## src/rtl/tcm_matcher.sv

```systemverilog
module tcm_matcher #(
  parameter int SYM   = 8,
  parameter int CNT_W = 4
) (
  input  logic             clk,
  input  logic             rst_n,
  input  logic             ld_en,
  input  logic [2*SYM-1:0] ld_cond_a,
  input  logic [2*SYM-1:0] ld_cond_b,
  input  logic [2*SYM-1:0] ld_act,
  input  logic             start,
  input  logic             msg_vld,
  input  logic             msg_int,
  input  logic [SYM-1:0]   msg,
  output logic             match_vld,
  output logic             active,
  output logic [CNT_W-1:0] int_hits,
  output logic [SYM-1:0]   new_msg
);

  localparam int CW = 2 * SYM;
  localparam logic [CNT_W-1:0] CNT_MAX = '1;

  logic [CW-1:0]  cond_a, cond_b, act;
  logic [SYM-1:0] sym_a, sym_b, held;
  logic           hit_a, hit_b;

  for (genvar i = 0; i < SYM; i++) begin : g_sym
    assign sym_a[i]   = msg[i] ? cond_a[2*i+1] : cond_a[2*i];
    assign sym_b[i]   = msg[i] ? cond_b[2*i+1] : cond_b[2*i];
    assign new_msg[i] = (act[2*i+1] & act[2*i]) ? held[i] : (act[2*i+1] & ~act[2*i]);
  end

  wire m_a  = &sym_a;
  wire m_b  = &sym_b;
  wire take = msg_vld & (m_a | m_b);

  assign active = hit_a & hit_b;

  always_ff @(posedge clk or negedge rst_n) begin
    if (!rst_n) begin
      cond_a    <= '0;
      cond_b    <= '0;
      act       <= '0;
      held      <= '0;
      hit_a     <= 1'b0;
      hit_b     <= 1'b0;
      match_vld <= 1'b0;
      int_hits  <= '0;
    end else if (ld_en) begin
      cond_a    <= ld_cond_a;
      cond_b    <= ld_cond_b;
      act       <= ld_act;
      held      <= '0;
      hit_a     <= 1'b0;
      hit_b     <= 1'b0;
      match_vld <= 1'b0;
      int_hits  <= '0;
    end else begin
      match_vld <= take;
      hit_a     <= (hit_a & ~start) | (msg_vld & m_a);
      hit_b     <= (hit_b & ~start) | (msg_vld & m_b);
      if (msg_vld && m_a && (start || !hit_a))
        held <= msg;
      if (take && msg_int && int_hits != CNT_MAX)
        int_hits <= int_hits + 1'b1;
    end
  end

endmodule


```

## config.mk

```make
export PLATFORM = sky130hd
export DESIGN_NAME = tcm_matcher
export DESIGN_NICKNAME = d
export VERILOG_FILES = /design/src/rtl/tcm_matcher.sv
export SDC_FILE = /design/constraint.sdc
export NUM_CORES = 1
export LEC_CHECK = 0
export BUFFER_PORTS_ARGS = -buffer_cell sky130_fd_sc_hd__buf_2
export CORE_ASPECT_RATIO = 1.1
export CORE_MARGIN = 1
export CORE_UTILIZATION = 52
export CTS_CLUSTER_SIZE = 20
export DETAILED_ROUTE_END_ITERATION = 10
export PLACE_DENSITY = 0.79
export SETUP_SLACK_MARGIN = 0.3
export SLEW_MARGIN = 30
export SYNTH_ARGS = -nofsm -noshare
export SYNTH_HDL_FRONTEND = slang
export SYNTH_SLANG_ARGS = --single-unit
```

## constraint.sdc

```tcl
create_clock -name clk -period 2.1 [get_ports clk]
set_clock_uncertainty 0.2 [all_clocks]
set_input_delay 0 -clock clk [delete_from_list [all_inputs] [get_ports clk]]
set_output_delay 0 -clock clk [all_outputs]
set_load 0.02 [all_outputs]
```

==> impl_results.md, run 1 <==
* H-tree levels at 3
* Critical Path Start Type: flip-flop
* Synth top area cells: dfrtp_1, mux2_2, mux2i_1
* Period utilization at 0.9434
* Cell taking the most area after synthesis: dfrtp_1
* Worst r2r src: cond_a[10]$_DFFE_PN0P_
* Max stage delay on crit path at 0.39 ns
* Async S/R FF share, synth at 1.000
* Clock root buffer: clkbuf_8
* Placed Cells at 349
* Final ANT Viol Nets at 0
* Worst setup EP type: flip-flop
* Global route overflow at 0
* Tmin final at 1.981 ns
* I/O Buffers at 75
* Mapped Area at 2793 µm²
* Max Cap Viol at 0
* Number of detailed-route iterations in the first pass at 4
* EDFF count, synth at 0
* Worst EP required at 2.13 ns
* Initial DRC count at 114
* WP buf/inv at 0
* Fill count at 264
* Yosys top cell area share at 0.5645
* Sequential-to-total area share from yosys stat at 0.5645
* Setup ws final at 0.1189 ns
* Top-count cell post-synth: dfrtp_1
* Max-slew violation count at 0
* Final Hold Fails at 0
* Largest net degree at the start of global routing at 68
* CTS tree: yes
* #FFs+latches synth at 63
* Vias per inst at 4.961
* Min-Delay Path Class: primary input to asynchronous set/reset pin
* Initial antenna violation count at 0
* Critical-path cell list: mux2i_1 -> nor4_4 -> nand3_2 -> a211o_1 -> mux2_4
* Clock-pin slew on the worst setup and hold paths at 0.07 ns
* Crit path kind: flip-flop to flip-flop
* Synth Warn # at 0
* Crit path max-delay cell type: dfrtp_1
* Avg Inst Size Synth at 13.56 µm²
* Post-Layout Cell Count at 437
* Routability Congestion at 0.7579
* Worst path arrival time at 2.01 ns
* DRC viols at 0
* Register area at 1579 µm²
* WL final at 7.140 mm
* Post-Syn Nets at 269
* Slew headroom at 0.4976
* CP delay by family, top: simple AND/OR/NAND/NOR gates
* Die height at 78.86 µm
* RSZ-0062 raised after global routing: yes
* Post-Syn Instances at 206
* PwrDens at 681.5 nW/µm²
* Row count at 27
* Synth unique cells at 28
* Core ar. at 5101 µm²
* I/O pins at 76
* Achievable Freq at 504.8 MHz
* Tot Pwr at 2931 µW
* Final Net Count at 423
* First-pass GRT wire length at 10.99 mm
* Overall routing resource usage at 0.2646
* Outcome: completed
* P_leak at 0.002005 µW
* Proportion of layout cells with a drive suffix above 1 at 0.4822
* Antenna cells at 0
* Clock buffer depth at 2
* Vias in the first global route at 2318
* Worst Path Max Fanout at 3
* Multi-input logic area at 1267 µm²
* Clk sinks at 63
* Die area at 5668 µm²
* Wirelength per Cell at 16.34 µm
* TNS Setup at 0 ns
* Most used DFF post-synth: dfrtp_1
* Initial Utilization at 0.5475
* Post-DP HPWL at 4.015 mm
* Total CTS buffers at 9
* Pre-CTS worst setup slack at 0.1534 ns
* Least-Margin Pin Slew at 0.7511 ns
* Area Overhead vs Synth at 54.03%
* Top cells by count, synth: dfrtp_1, mux2_2, mux2i_1
* Critical Path Source: cond_a[10]$_DFFE_PN0P_
* Worst VDD drop at 0.4776 mV
* Finish-stage setup viols at 0
* Worst skew pair latency at 0.34 ns
* Chip Width at 71.88 µm
* Via count at 2168
==> cell families after synthesis <==
logic type | share of synthesized area
fa+ha+maj | 0.004480
flops | 0.5645
compound gates | 0.04033
simple gates | 0.06989
mux | 0.2979
buf+inv | 0.02285
==> layer usage <==
metal / vias to the layer above / part of all wire / track usage
met1: 1065 / 0.42 / 0.3126
met4: 0 / 0.019 / 0.1294
li1: 1038 / - / -
met2: 54 / 0.52 / 0.4613
met5: - / 0 / 0
met3: 11 / 0.036 / 0.04949
==> layout by cell type, fill, tap and decap left out, types with 2 or more instances in the layout <==
| master | instances |
|---|---|
| mux2_2 | 51 |
| nand2b_1 | 4 |
| a21boi_0 | 8 |
| inv_1 | 9 |
| buf_2 | 75 |
| a21oi_1 | 3 |
| mux2i_1 | 19 |
| mux2_4 | 3 |
| clkbuf_8 | 12 |
| clkinv_2 | 2 |
| buf_4 | 11 |
| buf_12 | 2 |
| nor2_1 | 12 |
| dfrtp_2 | 2 |
| mux2i_2 | 2 |
| dfrtp_1 | 61 |
| nor2b_1 | 3 |
| nand3_2 | 3 |
| nor4_4 | 2 |
| dlygate4sd3_1 | 62 |
| nand3_1 | 3 |
==> final cells by class <==
cell class,instances,area share
flip-flops and latches,63,0.3671
multi-input cells,126,0.2946
repair buffers,150,0.2600
clock buffers,13,0.03927
well taps,72,0.02094
clock inverters,3,0.009308
inverters,10,0.008726
==> final timing paths <==
kind | slack, ns | endpoint | cells after the start
worst max-delay path | 0.12 | int_hits[3]$_DFFE_PN0P_ | 5
worst min-delay path | 0.007 | cond_b[13]$_DFFE_PN0P_ | 3
worst max register to register | 0.12 | int_hits[3]$_DFFE_PN0P_ | 5
worst min register to register | 0.30 | act[9]$_DFFE_PN0P_ | 1
max in group asynchronous | 0.57 | cond_a[6]$_DFFE_PN0P_ | 3
min in group clk | 0.09 | int_hits[0]$_DFFE_PN0P_ | 6
==> sequential cells by signal, indices dropped and copies added, names as in the netlist <==
| signal | flops |
|---|---|
| cond_a | 16 |
| act | 16 |
| cond_b | 16 |
| hit_a | 1 |
| match_vld | 1 |
| int_hits | 4 |
| hit_b | 1 |
| held | 8 |
==> where the power goes <==
| group | internal (µW) | switching, µW | leakage (µW) |
|---|---|---|---|
| logic | 275 | 201 | 0.00113 |
| registers | 1310 | 51.7 | 0.000768 |
| clock network | 642 | 455 | 0.000109 |
==> per-stage QoR <==
step / utilization / instance area [µm²] / hold slack (ns)
after floorplan: - / 2841 / -0.4956
after global placement: 0.6524 / 3328 / -0.2435
after detailed placement: 0.6524 / 3328 / -0.2382
after CTS: 0.8278 / 4223 / 0.006513
after global routing: 0.8433 / 4302 / 0.03983
final: 0.8433 / 4302 / 0.006678
==> repair_timing <==
action / CTS / global route
endpoints found under the hold margin: 122 / 0
pin swaps: 5 / 9
setup buffers: 4 / 6
hold buffers: 62 / 0
endpoints found under the setup margin: 12 / 12
resized for setup: 6 / 7
==> worst min-delay path: cells and delay by family <==
kind,cells,cell delay (ns)
buffers and inverters,3,0.93
Note: power is estimated with default switching activity, not from simulation.
==> inputs of run 2 (changes only) <==
ABC_AREA = 1   (was unset)
CORE_ASPECT_RATIO = 0.6   (was 1.1)
==> impl_results.md, run 2 <==
* Min-Delay Path Class: primary input to asynchronous set/reset pin
* Achievable Freq at 588.6 MHz (+17%)
* Vias per inst at 4.934 (-0.54%)
* Top-count cell post-synth: nand2_1
* I/O pins at 76 (unchanged)
* Top layer in use: met4
* Die area at 5751 µm² (+1.5%)
* Row count at 20 (-26%)
* Largest net degree at the start of global routing at 64 (-5.9%)
* Vias in the first global route at 2800 (+21%)
* Synth Warn # at 0 (unchanged)
* Core ar. at 5155 µm² (+1.1%)
* Tmin final at 1.699 ns (-0.2820 ns)
* Clock buffer depth at 2 (unchanged)
* WL final at 7.706 mm (+7.9%)
* Post-DP Area at 3262 µm² (-2.0%)
* Total CTS buffers at 9 (unchanged)
* Least-Margin Pin Slew at 0.7553 ns (+0.004205 ns)
* Global route overflow at 0 (unchanged)
* Most frequent cells in the layout: nand2_1, buf_2, dlygate4sd3_1
* DRC viols at 0 (unchanged)
* Post-Syn Nets at 421 (+57%)
* Area Overhead vs Synth at 48.54%
* Fin util at 0.8155 (-0.02773)
* Worst VDD drop at 0.4373 mV (-8.4%)
* Synth top area cells: dfrtp_1, nand2_1, o21ai_0
* Period utilization at 0.8091 (-0.1343)
* Antenna cells at 0 (unchanged)
* Number of detailed-route iterations in the first pass at 5 (+1)
* Overall routing resource usage at 0.2939 (+0.02933)
* Initial Utilization at 0.5490 (+0.001568)
* Synth unique cells at 20 (-29%)
* Post-Syn Instances at 358 (+74%)
* Final Hold Fails at 0 (unchanged)
* EDFF count, synth at 0 (unchanged)
* Routability Congestion at 0.8285 (+9.3%)
* Hold Slack at 0.1552 ns (+0.1485 ns)
* Outcome: completed
* WL met1 at 3.406 mm (+13%)
* Crit path kind: primary input to flip-flop
* Die height at 59.15 µm (-25%)
* Worst path arrival time at 1.71 ns (-0.30 ns)
* Mapped Area at 2830 µm² (+1.3%)
* Fill count at 336 (+27%)
* Worst setup EP type: flip-flop
* Clock root buffer: clkbuf_8
* Avg Inst Size Synth at 7.906 µm² (-42%)
* Post-CTS setup buffers at 0 (-4)
* Wirelength per Cell at 13.31 µm (-19%)
* TNS Setup at 0 ns (unchanged)
* Max-slew violation count at 0 (unchanged)
* Final Cell Area at 4204 µm² (-2.3%)
* Via count at 2857 (+32%)
* Most used DFF post-synth: dfrtp_1
* Initial DRC count at 192 (+68%)
* Post-DP HPWL at 4.490 mm (+12%)
* DR WL met3 at 453 µm (+78%)
* Max Cap Viol at 0 (unchanged)
* DR WL met2 at 3.751 mm (+0.37%)
* Worst skew pair latency at 0.33 ns (about the same)
* I/O Buffers at 75 (unchanged)
* Final Net Count at 572 (+35%)
* PwrDens at 668.5 nW/µm² (-1.9%)
* Initial antenna violation count at 0 (unchanged)
* Sequential-to-total area share from yosys stat at 0.5570 (-0.007487)
* Slew headroom at 0.4965 (-0.001151)
* Clock-pin slew on the worst setup and hold paths at 0.06 ns (about the same)
* Worst Path Max Fanout at 5 (+2)
* Proportion of layout cells with a drive suffix above 1 at 0.1949 (-0.2873)
* Chip Width at 97.24 µm (+35%)
* RSZ-0062 raised after global routing: no
* P_leak at 0.002327 µW (+16%)
* H-tree levels at 3 (unchanged)
* Commonest non-fill, non-tap cell in the layout: nand2_1
* Top cells by count, synth: nand2_1, dfrtp_1, inv_1
* Cell taking the most area after synthesis: dfrtp_1
* Final ANT Viol Nets at 0 (unchanged)
* #FFs+latches synth at 63 (unchanged)
* Async S/R FF share, synth at 1.000 (unchanged)
* Top Registers: act: 16 flops, cond_a: 16 flops, cond_b: 16 flops
* Worst EP required at 2.12 ns (about the same)
* Clk sinks at 63 (unchanged)
* First-pass GRT wire length at 12.85 mm (+17%)
* Critical Path Start Type: primary input
* CTS tree: yes
* Finish-stage setup viols at 0 (unchanged)
* Yosys top cell area share at 0.5570 (-0.007487)
-- run 2: worst paths after layout --
kind / startpoint / end / slack [ns] / cells past startpoint
max: msg[4] / int_hits[0]$_DFFE_PN0P_ / 0.40 / 12
min: rst_n / int_hits[0]$_DFFE_PN0P_ / 0.16 / 3
max reg2reg: int_hits[0]$_DFFE_PN0P_ / int_hits[0]$_DFFE_PN0P_ / 0.41 / 9
min reg2reg: cond_b[9]$_DFFE_PN0P_ / cond_b[9]$_DFFE_PN0P_ / 0.27 / 2
max in group asynchronous: rst_n / held[5]$_DFFE_PN0P_ / 1.05 / 3
min in group clk: ld_cond_b[0] / cond_b[0]$_DFFE_PN0P_ / 0.20 / 4
-- run 2: cells by family after synthesis --
family,Yosys count,synth area share
AO/OA/AOI/OAI,37,0.06543
buffers and inverters,55,0.07427
XOR/XNOR,1,0.003095
adder cells (fa/ha/maj),1,0.004420
flip-flops,63,0.5570
AND/OR/NAND/NOR,201,0.2958
-- run 2: routing by layer --
metal / global-route usage / vias up
met5: 0 / -
met4: 0.07983 / 0
met3: 0.07665 / 15
met2: 0.5252 / 117
met1: 0.3648 / 1327
li1: - / 1398
-- run 2: metrics by stage --
| stage | power, µW | cells | worst slack, ns |
|---|---|---|---|
| global placement | 1654 | 490 | 0.5579 |
| CTS | 2800 | 579 | 0.4595 |
| finish | 2810 | 579 | 0.4009 |
| global route | 2926 | 579 | 0.3246 |
| floorplan | 1519 | 358 | 0.5784 |
| detailed placement | 1667 | 490 | 0.5252 |
-- run 2: cell type report --
class	count	area [µm²]	area share
clock buffers	11	151.4	0.03601
clock inverters	4	45.04	0.01071
inverters	43	161.4	0.03839
multi-input cells	240	1049	0.2494
flip-flops and latches	63	1577	0.3750
well taps	66	82.58	0.01964
repair buffers	152	1139	0.2708
-- run 2: worst max-delay path, cell delays in order --
cell	delay (ns)
dlygate4sd3_1	0.54
buf_2	0.15
inv_1	0.07
nand2_1	0.05
nand2_1	0.07
nand2_1	0.12
nor2_4	0.15
nand3_2	0.11
nand2_2	0.13
nand2_1	0.13
nand3_1	0.12
nand2_1	0.09
-- run 2: timing repair --
| item | 4_1_cts | 5_1_grt |
|---|---|---|
| gates resized for setup | 0 | 1 |
| hold endpoints to repair | 126 | 0 |
| setup endpoints to repair | 0 | 1 |
| hold buffers | 74 | 0 |
-- run 2: report_power, final --
group | internal, µW | total [µW] | switching [µW]
combinational | 204 | 436 | 232
sequential | 1300 | 1330 | 32.3
clock | 600 | 1050 | 447
==> inputs of run 3 (changes only) <==
clock period = 1.8 ns   (was 2.1 ns; I/O delays follow)
==> impl_results.md, run 3 (same netlist as run 2, synthesis figures left out) <==
* First-pass GRT wire length at 14.06 mm (+9.4%)
* Clock buffer depth at 2 (unchanged)
* Slew headroom at 0.5606 (+0.06409)
* Clock-pin slew on the worst setup and hold paths at 0.07 ns (about the same)
* Final Hold Fails at 0 (unchanged)
* Worst Path Max Fanout at 7 (+2)
* Total CTS buffers at 9 (unchanged)
* Outcome: completed
* PwrDens at 790.5 nW/µm² (+18%)
* Clk sinks at 63 (unchanged)
* Critical Path Start Type: primary input
* Post-Layout Cell Count at 592 (+2.2%)
* Area Overhead vs Synth at 56.32%
* Pre-CTS worst setup slack at 0.2347 ns (-0.2906 ns)
* CTS tree: yes
* Min-Delay Path Class: primary input to flip-flop
* Vias per inst at 5.039 (+2.1%)
* Achievable Freq at 633.2 MHz
* Routability Congestion at 0.8311 (+0.31%)
* Commonest non-fill, non-tap cell in the layout: nand2_1
* Multi-input logic area at 1101 µm² (+5.0%)
* Die height at 59.15 µm (unchanged)
* Final ANT Viol Nets at 0 (unchanged)
* WL final at 8.535 mm (+11%)
* Top Registers: act: 16 flops, cond_a: 16 flops, cond_b: 16 flops
* Fill count at 265 (-21%)
* Antenna cells at 0 (unchanged)
* I/O pins at 76 (unchanged)
* Worst path arrival time at 1.61 ns (-0.10 ns)
* Chip Width at 97.24 µm (unchanged)
* Most frequent cells in the layout: nand2_1, dlygate4sd3_1, buf_2
* Max Cap Viol at 0 (unchanged)
* H-tree levels at 3 (unchanged)
* Period utilization at 0.8774
* Finish-stage setup viols at 0 (unchanged)
* Post-DP HPWL at 4.417 mm (-1.6%)
* Worst r2r src: cond_a[15]$_DFFE_PN0P_
* Die area at 5751 µm² (unchanged)
* Final Net Count at 584 (+2.1%)
* Hold Startpoint: msg[4]
* Proportion of layout cells with a drive suffix above 1 at 0.2300 (+0.03511)
* Tmin final at 1.579 ns
* Vias in the first global route at 3042 (+8.6%)
* RSZ-0062 raised after global routing: yes
* Initial antenna violation count at 0 (unchanged)
* Placed Cells at 490 (unchanged)
* Clock root buffer: clkbuf_8
* Via count at 2983 (+4.4%)
* Worst setup EP type: flip-flop
* Register area at 1578 µm² (about the same)
* Wirelength per Cell at 14.42 µm (+8.3%)
* P_leak at 0.002414 µW (+3.7%)
* Least-Margin Pin Slew at 0.6582 ns (-0.09709 ns)
* Crit path kind: primary input to flip-flop
* Critical Path Source: msg[7]
* Initial DRC count at 186 (-3.1%)
* Setup ws final at 0.2207 ns (-0.1803 ns)
* TNS Setup at 0 ns (unchanged)
* Number of detailed-route iterations in the first pass at 4 (-1)
* Global route overflow at 0 (unchanged)
* Core ar. at 5155 µm² (unchanged)
* I/O Buffers at 75 (unchanged)
* Max-slew violation count at 0 (unchanged)
* Row count at 20 (unchanged)
* Initial Utilization at 0.5490 (unchanged)
* Worst skew pair latency at 0.35 ns (+0.02 ns)
* Worst VDD drop at 0.4303 mV (-1.6%)
* Overall routing resource usage at 0.3238 (+0.02989)
* Largest net degree at the start of global routing at 47 (-27%)
* DRC viols at 0 (unchanged)
* Worst EP required at 1.83 ns (-0.29 ns)
[run 3: changes by cell type in the layout (fill, tap and decap cells not counted), moves of 4 or more]
cell	change
nand2_2	+6
dlygate4sd3_1	+4
nand2_1	-8
buf_4	+5
[run 3: report_power, final]
part / internal (µW) / switching (µW) / total, µW / leakage (µW)
sequential: 1510 / 40.2 / 1550 / 0.000792
combinational: 261 / 292 / 552 / 0.00151
clock: 854 / 539 / 1390 / 0.000114
[run 3: what timing repair did]
| action | in CTS | in global routing |
|---|---|---|
| pin swaps | 11 | 12 |
| resized for setup | 9 | 15 |
| cloned | 0 | 0 |
| hold buffers | 78 | 1 |
| hold endpoints to repair | 126 | 1 |
| endpoints found under the setup margin | 12 | 58 |
| setup buffers | 3 | 4 |
[run 3: final cells by class]
type,count,share of cell area
timing repair buffer,164,0.2887
sequential,63,0.3566
clock inverter,3,0.01471
multi-input combinational,240,0.2489
tap,66,0.01867
clock buffer,13,0.03592
inverter,43,0.03648
[run 3: path summary, 6_finish.rpt]
| path | cells after the start | endpoint | slack [ns] |
|---|---|---|---|
| setup / recovery | 10 | held[3]$_DFFE_PN0P_ | 0.22 |
| min in group asynchronous | 3 | int_hits[1]$_DFFE_PN0P_ | 0.43 |
| setup reg to reg | 8 | held[3]$_DFFE_PN0P_ | 0.24 |
| max in group asynchronous | 4 | cond_b[3]$_DFFE_PN0P_ | 0.44 |
| hold / removal | 7 | hit_a$_DFF_PN0_ | 0.03 |
| hold reg to reg | 2 | cond_b[11]$_DFFE_PN0P_ | 0.28 |
[run 3: critical path, stage by stage]
cell	delay [ns]
dlygate4sd3_1	0.53
buf_2	0.14
inv_1	0.06
nand2_1	0.07
nand3_1	0.14
nor2_4	0.17
nand4_4	0.16
buf_12	0.19
nand3_1	0.07
nand2_1	0.08
[run 3: through the flow]
stage | power [µW] | instance area, µm² | hold WS [ns] | utilization
final | 3497 | 4424 | 0.03204 | 0.8583
after global routing | 3636 | 4424 | 0.08719 | 0.8583
after CTS | 3453 | 4345 | 0.005950 | 0.8430
after detailed placement | 1947 | 3276 | -0.2369 | 0.6354
after global placement | 1934 | 3276 | -0.2388 | 0.6354
after floorplan | 1772 | 2831 | -0.4956 | -
[run 3: metal layers]
metal,GRT usage,up-vias,wire length (µm)
li1,-,1425,-
met1,0.3967,1393,3587
met2,0.5634,139,4144
met3,0.1085,26,645
met4,0.09034,0,157
met5,0,-,0
